$ cat src/rtl/sdc_pkg.sv
package sdc_pkg;

  localparam int NFLAG   = 6;
  localparam int FL_CRC  = 0;
  localparam int FL_CTO  = 1;
  localparam int FL_RSP  = 2;
  localparam int FL_SENT = 3;
  localparam int FL_BEND = 4;
  localparam int FL_DTO  = 5;

  typedef enum logic [1:0] {
    RSP_NONE      = 2'b00,
    RSP_SHORT_CRC = 2'b01,
    RSP_SHORT_RAW = 2'b10,
    RSP_LONG      = 2'b11
  } rsp_kind_e;

  typedef enum logic [2:0] {
    ST_IDLE,
    ST_SEND,
    ST_WAIT,
    ST_RECV,
    ST_DONE,
    ST_BUSY
  } cp_state_e;

  function automatic logic [6:0] crc7_step(input logic [6:0] c, input logic b);
    logic fb;
    fb = b ^ c[6];
    return {c[5:0], 1'b0} ^ (fb ? 7'h09 : 7'h00);
  endfunction

  function automatic logic [6:0] crc7_of40(input logic [39:0] v);
    logic [6:0] c;
    c = 7'h00;
    for (int i = 39; i >= 0; i--) c = crc7_step(c, v[i]);
    return c;
  endfunction

endpackage

$ cat src/rtl/sdc_crc7.sv
module sdc_crc7 import sdc_pkg::*; (
  input  logic       clk,
  input  logic       rst_n,
  input  logic       clr,
  input  logic       en,
  input  logic       din,
  output logic [6:0] crc
);

  logic [6:0] crc_q, crc_d, base;

  always_comb begin
    base  = clr ? 7'h00 : crc_q;
    crc_d = base;
    if (en) crc_d = crc7_step(base, din);
  end

  always_ff @(posedge clk or negedge rst_n) begin
    if (!rst_n) crc_q <= 7'h00;
    else if (clr || en) crc_q <= crc_d;
  end

  assign crc = crc_q;

endmodule

$ cat src/rtl/sdc_busy_timer.sv
module sdc_busy_timer #(
  parameter int W = 32
) (
  input  logic         clk,
  input  logic         rst_n,
  input  logic         load,
  input  logic [W-1:0] load_val,
  input  logic         dec,
  output logic         zero
);

  logic [W-1:0] cnt_q, cnt_d;

  always_comb begin
    cnt_d = cnt_q;
    if (load) cnt_d = load_val;
    else if (dec && cnt_q != '0) cnt_d = cnt_q - 1'b1;
  end

  always_ff @(posedge clk or negedge rst_n) begin
    if (!rst_n) cnt_q <= '0;
    else if (load || dec) cnt_q <= cnt_d;
  end

  assign zero = (cnt_q == '0);

  AST_TMR_DEC: assert property (@(posedge clk) disable iff (!rst_n)
    (dec && !load && cnt_q != '0) |=> (cnt_q == $past(cnt_q) - 1'b1));

endmodule

$ cat src/rtl/sdc_flag_bank.sv
module sdc_flag_bank #(
  parameter int N = 6
) (
  input  logic         clk,
  input  logic         rst_n,
  input  logic [N-1:0] set,
  input  logic [N-1:0] clr,
  input  logic [N-1:0] mask,
  output logic [N-1:0] flags,
  output logic         irq
);

  logic [N-1:0] flags_q, flags_d;

  always_comb flags_d = (flags_q & ~clr) | set;

  always_ff @(posedge clk or negedge rst_n) begin
    if (!rst_n) flags_q <= '0;
    else flags_q <= flags_d;
  end

  assign flags = flags_q;
  assign irq   = |(flags_q & mask);

  for (genvar i = 0; i < N; i++) begin : g_chk
    AST_FLAG_STICKY: assert property (@(posedge clk) disable iff (!rst_n)
      (flags_q[i] && !clr[i]) |=> flags_q[i]);
    AST_FLAG_CLEAR: assert property (@(posedge clk) disable iff (!rst_n)
      (clr[i] && !set[i]) |=> !flags_q[i]);
  end

endmodule

$ cat src/rtl/sdc_cmd_path.sv
module sdc_cmd_path import sdc_pkg::*; #(
  parameter int RSP_TIMEOUT = 64,
  parameter int DT_W        = 32
) (
  input  logic             clk,
  input  logic             rst_n,
  input  logic             launch,
  input  logic [5:0]       cmd_idx,
  input  logic [31:0]      cmd_arg,
  input  logic [1:0]       rsp_code,
  input  logic             stop_cmd,
  input  logic             await_busy,
  input  logic [DT_W-1:0]  data_timer,
  output logic             cmd_out,
  output logic             cmd_oe,
  input  logic             cmd_in,
  input  logic             dat0_in,
  input  logic [NFLAG-1:0] flag_clr,
  input  logic [NFLAG-1:0] flag_mask,
  output logic [NFLAG-1:0] flags,
  output logic             irq,
  output logic [127:0]     rsp_data,
  output logic             cmd_active,
  output logic             card_busy,
  output logic             abort_req
);

  localparam int TOK_LEN   = 48;
  localparam int SHORT_LEN = 48;
  localparam int LONG_LEN  = 136;
  localparam int WORD_W    = 32;
  localparam int NWORD     = 4;
  localparam int SR_W      = WORD_W * NWORD;
  localparam int CNT_W     = $clog2(LONG_LEN + 1);
  localparam int TO_W      = $clog2(RSP_TIMEOUT + 1);
  localparam logic [CNT_W-1:0] TOK_LAST   = CNT_W'(TOK_LEN - 1);
  localparam logic [CNT_W-1:0] SHORT_LAST = CNT_W'(SHORT_LEN - 1);
  localparam logic [CNT_W-1:0] LONG_LAST  = CNT_W'(LONG_LEN - 1);
  localparam logic [CNT_W-1:0] SHORT_CRC_END = CNT_W'(39);
  localparam logic [CNT_W-1:0] LONG_CRC_BEG  = CNT_W'(8);
  localparam logic [CNT_W-1:0] LONG_CRC_END  = CNT_W'(127);
  localparam logic [TO_W-1:0]  TO_LAST = TO_W'(RSP_TIMEOUT - 1);

  // reset: asserted asynchronously, released on the clock
  logic [1:0] rst_sync_q;
  logic       rst_n_s;
  always_ff @(posedge clk or negedge rst_n) begin
    if (!rst_n) rst_sync_q <= 2'b00;
    else rst_sync_q <= {rst_sync_q[0], 1'b1};
  end
  assign rst_n_s = rst_sync_q[1];

  cp_state_e        st_q, st_d;
  logic [TOK_LEN-1:0] tx_sr_q, tx_sr_d;
  logic [SR_W-1:0]  rx_sr_q, rx_sr_d;
  logic [CNT_W-1:0] bit_cnt_q, bit_cnt_d;
  logic [TO_W-1:0]  to_cnt_q, to_cnt_d;
  logic [1:0]       code_q, code_d;
  logic             busy_en_q, busy_en_d;
  logic             stop_q, stop_d;
  logic [DT_W-1:0]  dt_q, dt_d;

  logic [NFLAG-1:0] flag_set;
  logic             crc_clr, crc_en, rsp_load, tmr_load, tmr_dec, tmr_zero;
  logic [6:0]       crc_val;
  logic             long_q, check_q, covered;
  logic [CNT_W-1:0] frame_last;

  assign long_q     = (code_q == RSP_LONG);
  assign check_q    = (code_q == RSP_SHORT_CRC) || (code_q == RSP_LONG);
  assign frame_last = long_q ? LONG_LAST : SHORT_LAST;
  assign covered    = long_q ? (bit_cnt_q >= LONG_CRC_BEG && bit_cnt_q <= LONG_CRC_END)
                             : (bit_cnt_q <= SHORT_CRC_END);

  always_comb begin
    st_d      = st_q;
    tx_sr_d   = tx_sr_q;
    rx_sr_d   = rx_sr_q;
    bit_cnt_d = bit_cnt_q;
    to_cnt_d  = to_cnt_q;
    code_d    = code_q;
    busy_en_d = busy_en_q;
    stop_d    = stop_q;
    dt_d      = dt_q;
    flag_set  = '0;
    crc_clr   = 1'b0;
    crc_en    = 1'b0;
    rsp_load  = 1'b0;
    tmr_load  = 1'b0;
    tmr_dec   = 1'b0;
    unique case (st_q)
      ST_IDLE: begin
        if (launch) begin
          tx_sr_d   = {2'b01, cmd_idx, cmd_arg, crc7_of40({2'b01, cmd_idx, cmd_arg}), 1'b1};
          bit_cnt_d = '0;
          code_d    = rsp_code;
          busy_en_d = await_busy;
          stop_d    = stop_cmd;
          dt_d      = data_timer;
          st_d      = ST_SEND;
        end
      end
      ST_SEND: begin
        tx_sr_d   = {tx_sr_q[TOK_LEN-2:0], 1'b1};
        bit_cnt_d = bit_cnt_q + 1'b1;
        if (bit_cnt_q == TOK_LAST) begin
          if (code_q == RSP_NONE) begin
            flag_set[FL_SENT] = 1'b1;
            st_d = ST_IDLE;
          end else begin
            to_cnt_d = '0;
            st_d     = ST_WAIT;
          end
        end
      end
      ST_WAIT: begin
        if (!cmd_in) begin
          rx_sr_d   = {rx_sr_q[SR_W-2:0], cmd_in};
          bit_cnt_d = CNT_W'(1);
          crc_clr   = 1'b1;
          crc_en    = !long_q;
          st_d      = ST_RECV;
        end else if (to_cnt_q == TO_LAST) begin
          flag_set[FL_CTO] = 1'b1;
          st_d = ST_IDLE;
        end else begin
          to_cnt_d = to_cnt_q + 1'b1;
        end
      end
      ST_RECV: begin
        rx_sr_d   = {rx_sr_q[SR_W-2:0], cmd_in};
        bit_cnt_d = bit_cnt_q + 1'b1;
        crc_en    = covered;
        if (bit_cnt_q == frame_last) st_d = ST_DONE;
      end
      ST_DONE: begin
        if (check_q && (crc_val != rx_sr_q[7:1])) begin
          flag_set[FL_CRC] = 1'b1;
          st_d = ST_IDLE;
        end else begin
          flag_set[FL_RSP] = 1'b1;
          rsp_load = 1'b1;
          if (busy_en_q && !dat0_in) begin
            tmr_load = 1'b1;
            st_d     = ST_BUSY;
          end else begin
            st_d = ST_IDLE;
          end
        end
      end
      ST_BUSY: begin
        if (dat0_in) begin
          flag_set[FL_BEND] = 1'b1;
          st_d = ST_IDLE;
        end else if (tmr_zero) begin
          flag_set[FL_DTO] = 1'b1;
          st_d = ST_IDLE;
        end else begin
          tmr_dec = 1'b1;
        end
      end
      default: st_d = ST_IDLE;
    endcase
  end

  always_ff @(posedge clk or negedge rst_n_s) begin
    if (!rst_n_s) begin
      st_q      <= ST_IDLE;
      tx_sr_q   <= '1;
      rx_sr_q   <= '0;
      bit_cnt_q <= '0;
      to_cnt_q  <= '0;
      code_q    <= RSP_NONE;
      busy_en_q <= 1'b0;
      stop_q    <= 1'b0;
      dt_q      <= '0;
    end else begin
      st_q      <= st_d;
      tx_sr_q   <= tx_sr_d;
      rx_sr_q   <= rx_sr_d;
      bit_cnt_q <= bit_cnt_d;
      to_cnt_q  <= to_cnt_d;
      code_q    <= code_d;
      busy_en_q <= busy_en_d;
      stop_q    <= stop_d;
      dt_q      <= dt_d;
    end
  end

  // response word capture
  logic [WORD_W-1:0] rsp_w_q [NWORD];
  for (genvar k = 0; k < NWORD; k++) begin : g_word
    logic [WORD_W-1:0] w_d;
    always_comb begin
      w_d = rsp_w_q[k];
      if (rsp_load) begin
        if (long_q) w_d = rx_sr_q[SR_W-1-WORD_W*k -: WORD_W];
        else if (k == 0) w_d = rx_sr_q[39:8];
      end
    end
    always_ff @(posedge clk or negedge rst_n_s) begin
      if (!rst_n_s) rsp_w_q[k] <= '0;
      else if (rsp_load) rsp_w_q[k] <= w_d;
    end
    assign rsp_data[WORD_W*k +: WORD_W] = rsp_w_q[k];
  end

  sdc_crc7 u_crc (
    .clk   (clk),
    .rst_n (rst_n_s),
    .clr   (crc_clr),
    .en    (crc_en),
    .din   (cmd_in),
    .crc   (crc_val)
  );

  sdc_busy_timer #(.W(DT_W)) u_tmr (
    .clk      (clk),
    .rst_n    (rst_n_s),
    .load     (tmr_load),
    .load_val (dt_q),
    .dec      (tmr_dec),
    .zero     (tmr_zero)
  );

  sdc_flag_bank #(.N(NFLAG)) u_flags (
    .clk   (clk),
    .rst_n (rst_n_s),
    .set   (flag_set),
    .clr   (flag_clr),
    .mask  (flag_mask),
    .flags (flags),
    .irq   (irq)
  );

  assign cmd_oe     = (st_q == ST_SEND);
  assign cmd_out    = (st_q == ST_SEND) ? tx_sr_q[TOK_LEN-1] : 1'b1;
  assign cmd_active = (st_q != ST_IDLE);
  assign card_busy  = (st_q == ST_BUSY);
  assign abort_req  = stop_q && (st_q != ST_IDLE);

  AST_TOKEN_LEN: assert property (@(posedge clk) disable iff (!rst_n_s)
    $fell(cmd_oe) |-> ($past(bit_cnt_q) == TOK_LAST));
  AST_SENT_NORSP: assert property (@(posedge clk) disable iff (!rst_n_s)
    $rose(flags[FL_SENT]) |-> ($past(code_q) == RSP_NONE));
  AST_START_TAKEN: assert property (@(posedge clk) disable iff (!rst_n_s)
    (st_q == ST_WAIT && !cmd_in) |=> (st_q == ST_RECV));
  AST_CTO_FROM_WAIT: assert property (@(posedge clk) disable iff (!rst_n_s)
    $rose(flags[FL_CTO]) |-> ($past(st_q) == ST_WAIT));
  AST_BUSY_ENTRY: assert property (@(posedge clk) disable iff (!rst_n_s)
    $rose(card_busy) |-> ($past(busy_en_q) && !$past(dat0_in)));
  AST_LAUNCH_HELD: assert property (@(posedge clk) disable iff (!rst_n_s)
    (st_q != ST_IDLE && launch) |=> (code_q == $past(code_q)));

endmodule

$ cat config.mk
export PLATFORM = sky130hd
export DESIGN_NAME = sdc_cmd_path
export DESIGN_NICKNAME = d
export VERILOG_FILES = /design/src/rtl/sdc_pkg.sv /design/src/rtl/sdc_crc7.sv /design/src/rtl/sdc_busy_timer.sv /design/src/rtl/sdc_flag_bank.sv /design/src/rtl/sdc_cmd_path.sv
export SDC_FILE = /design/constraint.sdc
export NUM_CORES = 1
export LEC_CHECK = 0
export ABC_AREA = 1
export BUFFER_PORTS_ARGS = -buffer_cell sky130_fd_sc_hd__buf_2
export CAP_MARGIN = 20
export CORE_ASPECT_RATIO = 1.75
export CORE_UTILIZATION = 45
export CTS_CLUSTER_SIZE = 10
export DETAILED_ROUTE_END_ITERATION = 16
export GPL_TIMING_DRIVEN = 0
export HOLD_SLACK_MARGIN = 0.12
export PLACE_DENSITY = 0.69
export SETUP_SLACK_MARGIN = 0.15
export SYNTH_ARGS = -nofsm -noshare
export SYNTH_HDL_FRONTEND = slang
export SYNTH_SLANG_ARGS = --single-unit
$ cat constraint.sdc
create_clock -name clk -period 13.2 [get_ports clk]
set_input_delay 1.98 -clock clk [delete_from_list [all_inputs] [get_ports clk]]
set_output_delay 1.98 -clock clk [all_outputs]
set_load 0.03 [all_outputs]
==> results.sh <==
export IMPL_rsz0062_at_grt="false"
export IMPL_io_pins=231
export IMPL_hold_violations=0
export IMPL_finalSetupTns_ps=0
export IMPL_critPathArrivalTime_ps=2800
export IMPL_clock_latency_ps=570
export IMPL_drt_iter0_drc=729
export IMPL_hp_class="flip-flop to flip-flop"
export IMPL_grt_max_degree=74
export IMPL_fin_nets=2522
export IMPL_viasPerCell=5.19
export IMPL_globalRouteOverflowTotal=0
export IMPL_initial_core_util_pct=46.0
export IMPL_die_area_um2=41100
export IMPL_grt_pass1_vias=15700
export IMPL_final_area_um2=21300
export IMPL_cts_resized=0
export IMPL_die_x_um=154
export IMPL_ys_ff_latch=404
export IMPL_maxSlewViolCount=0
export IMPL_synthMuxAreaShare_pct=0.0622
export IMPL_portBuffers=230
export IMPL_hp_start="rst_sync_q[0]"
export IMPL_synth_distinct_cells=51
export IMPL_setup_slack_ps=8420
export IMPL_synth_area_per_cell_um2=8.45
export IMPL_ys_seq_area_share_pct=56.1
export IMPL_dr_pass1_iters=5
export IMPL_final_cells=2945
export IMPL_dp_hpwl_um=37200
export IMPL_gp_congestion=0.987
export IMPL_cts_buffers=46
export IMPL_clock_path_buffers=3
export IMPL_startpoint_type="input port"
export IMPL_pre_cts_slack_ps=8420
export IMPL_synth_simple_area_share_pct=21.3
export IMPL_synthesis_nets=2239
export IMPL_synthArstFlopShare_pct=100
export IMPL_antenna_found_initial=1
export IMPL_dp_cells=2869
export IMPL_synth_top_family_by_area="simple AND/OR/NAND/NOR gates"
export IMPL_path_clk_slew_ps=50
export IMPL_routed_wl_um=49800
export IMPL_ant_nets=0
export IMPL_cp_max_fo=1
export IMPL_ys_warn_count=0
export IMPL_htree_num_levels=2
export IMPL_numClockSinks=404
export IMPL_cts_hold_buf=0
export IMPL_p_clk_share_pct=26.6
export IMPL_fin_total_pwr_mw=4.36
export IMPL_dpl_cell_area_um2=20000
export IMPL_die_y_um=267
export IMPL_synthFlopType="dfrtp_1"
export IMPL_grt_usage_pct=24.6
export IMPL_root_buffer="clkbuf_16"
export IMPL_period_minus_slack_ps=4780
export IMPL_worstRegToRegCells=12
export IMPL_setup_viol=0
export IMPL_hold_path_depth=0
export IMPL_syn_to_final_growth_pct=17.8
export IMPL_irDropWorstVdd_mv=0.107
export IMPL_p_sw_mw=1.67
export IMPL_core_rowCount=96
export IMPL_core_area_um2=39400
export IMPL_synth_compound_area_share_pct=12.5
export IMPL_critPathCaptureType="output pin"
export IMPL_syn_inst=2144
export IMPL_p_leak_nw=10.5
export IMPL_fmax_ghz=0.209
export IMPL_reg2reg_slack_ps=9920
export IMPL_drive_above_1_share_pct=16.8
export IMPL_min_to="rst_sync_q[1]"
export IMPL_period_share_pct=36.2
export IMPL_cts_setup_buffers=0
export IMPL_cell_internal_pwr_mw=2.69
export IMPL_sw_frac_of_total_pct=38.3
export IMPL_synth_fa_ha_area_share_pct=0.276
export IMPL_route_detailed_drc=0
export IMPL_skew_ps=18.6
export IMPL_reg2reg_from="u_tmr.cnt_q[0]"
export IMPL_critPathKind="input port to output pin"
export IMPL_seq_power_share_pct=41.9
export IMPL_wl_per_cell_um=16.9
export IMPL_outcome="finished, final reports clean"
export IMPL_utilization_pct=54.2
export IMPL_cts_tree="done"
export IMPL_grt_pass1_wl_um=79800
export IMPL_fillCellCount=3636
export IMPL_max_cap_viol_count=0
export IMPL_r2r_end="u_tmr.cnt_q[22]"
export IMPL_synth_edf_count=0
export IMPL_whs_ps=350
export IMPL_power_density_nw_per_um2=204
export IMPL_pwr_share_comb_pct=31.5
export IMPL_worst_pin_slew_ps=987
export IMPL_synth_area_um2=18100
export IMPL_num_vias=15300
export IMPL_crit_path_start="flag_mask[1]"
export IMPL_required_ps=11220
export IMPL_max_slew_margin_pct=34.2
export IMPL_synth_xor_area_share_pct=2.31
==> final cells by class <==
class                      count  area (um2)  area share [%]
tap                          490         613            2.87
buffer                        89         338            1.58
clock buffer                  72        1260            5.90
sequential                   404       10200            47.7
timing repair buffer         235        1290            6.04
multi-input combinational   1382        6600            30.9
antenna                        1        2.50          0.0117
clock inverter                 3        58.8           0.276
inverter                     269        1010            4.73
==> placed cells by master, fill, tap and decap left out, types with 47 or more instances in the layout <==
master,n
o21ai_0,219
nor2_1,137
nand2_1,637
buf_2,230
clkbuf_1,101
dfrtp_1,356
nand3_1,74
a21oi_1,50
inv_1,246
dfstp_2,47
==> worst max path at each step <==
stage	cells after the start	end	slack [ps]
floorplan	0	bit_cnt_q[0]	1190
global placement	0	u_flags.flags[1]	-3020
detailed placement	5	irq	8420
CTS	5	irq	8410
global route	5	irq	8390
finish	5	irq	8420
==> power groups by stage <==
| stage | logic [mW] | registers, mW | clock network [mW] |
|---|---|---|---|
| after floorplan | 0.890 | 1.88 | 0 |
| after global placement | 1.31 | 1.85 | 0 |
| after detailed placement | 1.37 | 1.84 | 0 |
| after CTS | 1.38 | 1.82 | 1.19 |
| after global routing | 1.54 | 1.86 | 1.23 |
| final | 1.37 | 1.83 | 1.16 |
==> flip-flops by register name, summed over array words and instances (netlist names), 3 cells and up <==
signal	cells
bit_cnt_q	8
rsp_data	128
u_tmr.cnt_q	32
tx_sr_q	47
to_cnt_q	7
u_crc.crc	7
rx_sr_q	128
u_flags.flags	6
st_q	3
dt_q	32
==> worst max-delay path, stage by stage <==
cell,delay (ps)
buf_2,100
a22o_1,220
a221oi_1,220
nand3_1,90
buf_2,190
==> layer usage <==
metal	vias to the layer above	global-route usage, %	share of wire [%]	wire, um
li1	7403	-	-	-
met1	7303	26.2	38	18700
met2	440	45.8	52	26100
met3	137	4.71	5.3	2660
met4	0	12.4	4.6	2310
met5	-	0	0	0
==> logic make-up (layout without fill, tap and decap cells) <==
family / count (synthesis) / after routing
AO/OA/AOI/OAI: 395 / 395
XOR/XNOR: 47 / 47
adder cells (fa/ha/maj): 4 / 4
buffers and inverters: 358 / 668
flip-flops: 404 / 404
multiplexers: 1 / 1
other: 1 / 2
AND/OR/NAND/NOR: 934 / 934
==> cell usage after synthesis, drive strengths merged, types with 2 or more instances <==
cell type	instances	area share (%)
nand2	683	15
dfrtp	357	49
inv	262	5.4
o21ai	219	6.1
nor2	140	2.9
nand3	78	2.3
clkbuf	76	1.6
a21oi	50	1.4
dfstp	47	6.8
a31oi	35	1.2
o22ai	29	1.0
xnor2	24	1.2
xor2	23	1.2
a221oi	20	0.97
nor3	16	0.55
buf	13	0.29
o211ai	12	0.50
clkinv	7	0.15
nor4	6	0.32
o221ai	6	0.29
a22oi	4	0.17
ha	4	0.28
nand3b	4	0.17
a21o	3	0.12
nand4	3	0.10
o32ai	3	0.15
a211oi	2	0.083
a22o	2	0.097
o31ai	2	0.083
o41ai	2	0.097
No activity file was read; power rests on OpenSTA's default activity.
